===== config.mk =====
export PLATFORM = sky130hd
export DESIGN_NAME = cmd_parity_check
export DESIGN_NICKNAME = d
export VERILOG_FILES = /design/src/rtl/cpc_pkg.sv /design/src/rtl/cpc_parity_fold.sv /design/src/rtl/cpc_capture.sv /design/src/rtl/cpc_err_stretch.sv /design/src/rtl/cmd_parity_check.sv
export SDC_FILE = /design/constraint.sdc
export NUM_CORES = 1
export LEC_CHECK = 0
export ABC_AREA = 1
export BUFFER_PORTS_ARGS = -buffer_cell sky130_fd_sc_hd__buf_2
export CELL_PAD_IN_SITES_DETAIL_PLACEMENT = 1
export CELL_PAD_IN_SITES_GLOBAL_PLACEMENT = 2
export CORE_ASPECT_RATIO = 0.6
export CORE_MARGIN = 1
export CORE_UTILIZATION = 20
export DETAILED_ROUTE_END_ITERATION = 6
export PLACE_DENSITY_LB_ADDON = 0.2
export SLEW_MARGIN = 20
export SYNTH_ARGS = -nofsm -noshare
export SYNTH_HDL_FRONTEND = slang
export SYNTH_SLANG_ARGS = --single-unit

===== constraint.sdc =====
create_clock -name clk -period 3.1 [get_ports clk]
set_input_delay 0.465 -clock clk [delete_from_list [all_inputs] [get_ports clk]]
set_output_delay 0.465 -clock clk [all_outputs]
set_load 0.02 [all_outputs]

===== src/rtl/cpc_pkg.sv =====
package cpc_pkg;
  // Captured view of one command: its parity and whether a chip select qualified it.
  typedef struct packed {
    logic odd;
    logic qual;
  } cpc_stage_t;

  localparam cpc_stage_t CPC_STAGE_IDLE = '{odd: 1'b0, qual: 1'b0};
endpackage


===== src/rtl/cpc_parity_fold.sv =====
module cpc_parity_fold #(
  parameter int W = 8
) (
  input  logic [W-1:0] bits,
  output logic         odd
);
  logic [W:0] chain;

  assign chain[0] = 1'b0;

  for (genvar i = 0; i < W; i++) begin : g_fold
    assign chain[i+1] = chain[i] ^ bits[i];
  end

  assign odd = chain[W];
endmodule


===== src/rtl/cpc_capture.sv =====
module cpc_capture #(
  parameter int CS_W = 4
) (
  input  logic                clk,
  input  logic                rst_n,
  input  logic                odd_in,
  input  logic [CS_W-1:0]     cs_n,
  output cpc_pkg::cpc_stage_t stage
);
  import cpc_pkg::*;

  always_ff @(posedge clk) begin
    if (!rst_n) begin
      stage <= CPC_STAGE_IDLE;
    end else begin
      stage.odd  <= odd_in;
      stage.qual <= ~(&cs_n);
    end
  end
endmodule


===== src/rtl/cpc_err_stretch.sv =====
module cpc_err_stretch #(
  parameter int PULSE_LEN = 2
) (
  input  logic clk,
  input  logic rst_n,
  input  logic hit,
  output logic err_n
);
  localparam int CNT_W = $clog2(PULSE_LEN + 1);
  localparam logic [CNT_W-1:0] LOAD = CNT_W'(PULSE_LEN);

  logic [CNT_W-1:0] remain;

  always_ff @(posedge clk) begin
    if (!rst_n) begin
      remain <= '0;
    end else if (hit) begin
      remain <= LOAD;
    end else if (remain != '0) begin
      remain <= remain - 1'b1;
    end
  end

  assign err_n = (remain == '0);
endmodule


===== src/rtl/cmd_parity_check.sv =====
module cmd_parity_check #(
  parameter int ADDR_W    = 16,
  parameter int BANK_W    = 3,
  parameter int CS_W      = 4,
  parameter int PULSE_LEN = 2
) (
  input  logic              clk,
  input  logic              rst_n,
  input  logic [ADDR_W-1:0] ca_addr,
  input  logic [BANK_W-1:0] ca_bank,
  input  logic              ca_ras_n,
  input  logic              ca_cas_n,
  input  logic              ca_we_n,
  input  logic [CS_W-1:0]   cs_n,
  input  logic              par_in,
  output logic              err_n,
  output logic              cmd_drop
);
  import cpc_pkg::*;

  localparam int DATA_W = ADDR_W + BANK_W + 3;

  logic [DATA_W-1:0] word;
  logic              word_odd;
  cpc_stage_t        stage;
  logic              hit;

  // Only the command/address lines form the checked word.
  assign word = {ca_we_n, ca_cas_n, ca_ras_n, ca_bank, ca_addr};

  cpc_parity_fold #(.W(DATA_W)) u_fold (
    .bits (word),
    .odd  (word_odd)
  );

  cpc_capture #(.CS_W(CS_W)) u_capture (
    .clk    (clk),
    .rst_n  (rst_n),
    .odd_in (word_odd),
    .cs_n   (cs_n),
    .stage  (stage)
  );

  // Late parity bit meets the captured command.
  assign hit = stage.qual & (stage.odd ^ par_in);

  always_ff @(posedge clk) begin
    if (!rst_n) cmd_drop <= 1'b0;
    else        cmd_drop <= hit;
  end

  cpc_err_stretch #(.PULSE_LEN(PULSE_LEN)) u_stretch (
    .clk   (clk),
    .rst_n (rst_n),
    .hit   (hit),
    .err_n (err_n)
  );
endmodule


Yosys cells after proc, flatten, opt, wreduce, memory -nomap -nowiden
Cells that the tools add are included.
{"block": "op_classes", "n_addsub": 1, "mux": 2, "n_bitwise": 25, "n_reduce_logical": 5}
{"operator": "1-bit bitwise XOR", "n": 22}
{"operator": "2-bit two-way mux", "n": 2}
{"operator": "4-bit AND reduction", "n": 1}
{"operator": "2-bit nonzero test", "n": 2}
{"operator": "2-bit logical NOT", "n": 1}
{"operator": "1-bit NOT", "n": 2}
{"operator": "2-bit OR reduction", "n": 1}
{"operator": "2-bit by 1-bit subtractor with 2-bit output (second input constant)", "n": 1}
{"operator": "1-bit bitwise AND", "n": 1}
{"block": "totals", "register_bits": 5, "inputBits": 29, "word_cells": 38}

Depth between registers and ports, before layout
{"block": "logic_depth", "ltp_word": 21, "depth_mapped": 15, "ltp_nobuf": 15}

Hierarchy
Synthesis repeated with hierarchy kept, for this count alone.
{"block": "unflattened", "hier_cells": 103, "area_unflattened_um2": 546.8}
{"module": "cpc_parity_fold", "instances": 1, "cells_per_inst": 76, "area_per_inst_um2": 352.8, "seq_area_each_um2": 0.0}
{"module": "cpc_err_stretch", "instances": 1, "cells_per_inst": 11, "area_per_inst_um2": 78.8, "seq_area_each_um2": 40.0}
{"module": "cpc_capture", "instances": 1, "cells_per_inst": 9, "area_per_inst_um2": 66.3, "seq_area_each_um2": 40.0}
{"module": "cmd_parity_check", "instances": 1, "cells_per_inst": 7, "area_per_inst_um2": 48.8, "seq_area_each_um2": 20.0}

Worst setup path before layout
OpenSTA, ideal clock, no wires.
{"block": "synth_path", "path_type": "input-to-reg", "from": "input ca_addr[11]", "to": "register, netlist name u_capture.stage[1]", "setup_time_ns": 0.115, "arrival_time_ns": 1.221, "required_ns": 2.985, "setup_slack_ns": 1.764, "cell_stages": 12, "path_buffers": 0, "cell_sequence": "nand2_1 inv_1 nor2_1 nand2_1 nand2_1 nand2_1 nand2_1 nand2_1 nand2_2 nand2_1 a21oi_1 nor2_1"}
{"block": "synth_via", "elab_chain_len": 11}
{"item": "from (decl)", "line": "cmd_parity_check.sv:9", "rtl": "input logic [ADDR_W-1:0] ca_addr,"}
{"item": "1-bit bitwise XOR (11 in series)", "line": "cpc_parity_fold.sv:12", "rtl": "assign chain[i+1] = chain[i] ^ bits[i];"}
No other way between the ends.
A chain may end at the register's enable or synchronous reset.

Worst setup path after layout
{"block": "layout_path", "from": "input ca_addr[11]", "to": "register, netlist name u_capture.stage[1]"}
{"block": "layout_via", "elab_chain_len": 11}
{"item": "1-bit bitwise XOR (11 in series)", "line": "cpc_parity_fold.sv:12"}
No other way between the ends.

==> flow_summary_export.csv <==
group,metric,value,unit
synthesis,synth.avg_cell_area,5.06,um2
timing,fin_tns_setup,0,ns
clock_network,cts_tree,"built",
drt,vias,710,
critical_path,reg2regPathDepth,5,
critical_path,r2r_end,"u_stretch.remain[1]$_SDFFE_PN0P_",
drt,drt-initial-drc-count,10,
critical_path,r2r_setup_slack,2.26,ns
drt,drc,0,
floorplanning,io_pins,31,
critical_path,slowest_delay,0.15,ns
timing,finalCriticalPeriod,1.36,ns
place,place.gp.congestion,0.685,
timing,tightest_slew,0.189,ns
critical_path,worstSetupPathType,"primary input to flip-flop",
clock_network,cts.sinks,5,
critical_path,path_max_fanout,2,
finish,n_antenna_cell,0,
timing,rsz0062_at_grt,"false",
place,dp_hpwl,1.24,mm
finish,drive_above_1_share,0.289,
finish,synthToLayoutAreaGrowth,43.0,%
job,max-cap-violations,0,
critical_path,worstSetupEndpointType,"flip-flop",
floorplanning,die_w,69.5,um
drt,dr.pass1.iters,3,
timing,maxSlewHeadroom,0.873,
critical_path,crit_top_cell,"nand2_1",
worst_hold_path,holdPathStages,1,
critical_path,worst_ep_required_time,3.21,ns
synthesis,syn_inst,108,
grt,grt_max_degree,5,
clock_network,clk_pin_slew,0.03,ns
grt,grt_pass1_vias,708,
critical_path,crit_arrival,1.47,ns
timing,finalSetupViolCount,0,
drt,via_per_inst,4.08,
drt,routed_wl,1.35,mm
power_and_ir_drop,leakagePower,0.521,nW
timing,fmax,737,MHz
synthesis,synth_fp_nets,137,
floorplanning,placementRows,14,
timing,period_share,0.438,
clock_network,cts_setup_buffers,0,
critical_path,r2r_start,"u_capture.stage[1]$_SDFF_PN0_",
synthesis,synth.distinct_cells,14,
worst_hold_path,worstHoldStart,"u_stretch.remain[0]$_SDFFE_PP0N_",
place,dp_cells,170,
floorplanning,core_area,0.00254,mm2
clock_network,cts_resized,0,
timing,slew_viol_final,0,
floorplanning,initial_core_util,0.215,
synthesis,seq_area_frac_synth,0.183,
finish,final_cells,174,
clock_network,clock_path_buffers,2,
clock_network,ctsHoldBuffers,0,
critical_path,cpMaxStageDelayCell,"a21oi_1",
power_and_ir_drop,power_density,380,mW/mm2
power_and_ir_drop,vdd_drop_max,0.119,mV
timing,finalHoldViolCount,0,
run_status,status,"completed",
grt,grt_pass1_wl,2.50,mm
drt,avgRoutedWirePerCell,7.75,um
worst_hold_path,hold_class,"flip-flop to flip-flop",
clock_network,clkLatencyLatePin,0.22,ns
grt,gr-total-overflow,0,
finish,fin_nets,172,
clock_network,cts_inserted_buffers,3,
critical_path,path_cells,"buf_2 > nand2_1 > inv_1 > nor2_1 > nand2_1 > nand2_1 > nand2_1 > nand2_1 > nand2_1 > nand2_2 > nand2_1 > a21oi_1 > nor2_1",
finish,final_common_cell,"nand2_1",
synthesis,ys_seq_elements,5,
timing,fin_skew,0.00114,ns
worst_hold_path,min_to,"u_stretch.remain[0]$_SDFFE_PP0N_",
place,portBuffers,30,
grt,grt_usage,0.107,
drt,ant_nets,0,
finish,final_cell_mix,"46 x nand2_1, 30 x buf_2, 24 x inv_1, 9 x nand3_1, 8 x nor2_1",
clock_network,htreeDepth,1,
synthesis,netlist_area,547,um2
floorplanning,die_area,0.00295,mm2
critical_path,crit_path_start_kind,"primary input",
floorplanning,die_h,42.5,um
clock_network,cts_root_buf,"clkbuf_8",
grt,antenna_found_initial,0,
synthesis,yosysWarnings,0,
## stage by stage
| step | hold slack [ns] | utilization | total power [W] | cell area (um2) | setup slack [ns] |
|---|---|---|---|---|---|
| final | 0.450 | 0.308 | 0.000297 | 782 | 1.74 |
| after global routing | 0.471 | 0.308 | 0.000326 | 782 | 1.58 |
| after CTS | 0.454 | 0.308 | 0.000302 | 782 | 1.72 |
| after detailed placement | 0.451 | 0.290 | 0.000180 | 737 | 1.49 |
| after global placement | 0.438 | 0.290 | 0.000175 | 737 | 1.56 |
| after floorplan | 0.426 | - | 0.000144 | 547 | 1.76 |
## worst max-delay path by stage
stage	from	endpoint	slack, ns	depth (start not counted)
floorplan	ca_addr[11]	u_capture.stage[1]$_SDFF_PN0_	1.76	12
global placement	ca_addr[9]	u_capture.stage[1]$_SDFF_PN0_	1.56	13
detailed placement	ca_addr[11]	u_capture.stage[1]$_SDFF_PN0_	1.49	13
CTS	ca_addr[11]	u_capture.stage[1]$_SDFF_PN0_	1.72	13
global route	ca_ras_n	u_capture.stage[1]$_SDFF_PN0_	1.58	15
finish	ca_addr[11]	u_capture.stage[1]$_SDFF_PN0_	1.74	13
## cell usage after synthesis
master	instances	area, um2
xnor2_1	2	17.5
a21oi_1	2	10.0
nand2_2	4	25.0
xor2_1	2	17.5
nand3_1	9	45.0
nor2_1	8	30.0
inv_1	24	90.1
a41oi_1	1	8.76
nor4_1	1	6.26
nand2_1	46	173
inv_2	2	7.51
nor2_2	1	6.26
nand3_2	1	10.0
dfxtp_1	5	100
## where the power goes
part	switching, W	internal, W
clock network	0.0000322	0.0000883
registers	0.00000276	0.0000709
logic	0.0000594	0.0000440
total	0.0000944	0.000203
## routing by layer
layer / track usage / vias up / share of wire
met5: 0 / - / 0
met4: 0.0367 / 0 / 0.0074
met3: 0.0409 / 2 / 0.070
met2: 0.196 / 18 / 0.47
met1: 0.114 / 304 / 0.45
li1: - / 386 / -
## sequential cells by signal (all words and copies together) (netlist names)
name              cells
u_capture.stage       2
u_stretch.remain      2
cmd_drop              1
## area by class of cell
class | instances | area [um2]
well taps | 32 | 40.0
clock buffers | 4 | 45.0
repair buffers | 30 | 150
multi-input cells | 77 | 349
fillers | 365 | 1760
flip-flops and latches | 5 | 100
inverters | 26 | 97.6
## critical path, delay by kind of cell
kind,cells,cell delay [ns]
compound gates,1,0.15
buf+inv,2,0.15
simple gates,10,0.71
## kinds of logic after synthesis
group	synth area share
simple gates	0.540
buf+inv	0.179
flops	0.183
xor+xnor	0.0641
compound gates	0.0343
Note: power is estimated with default switching activity, not from simulation.
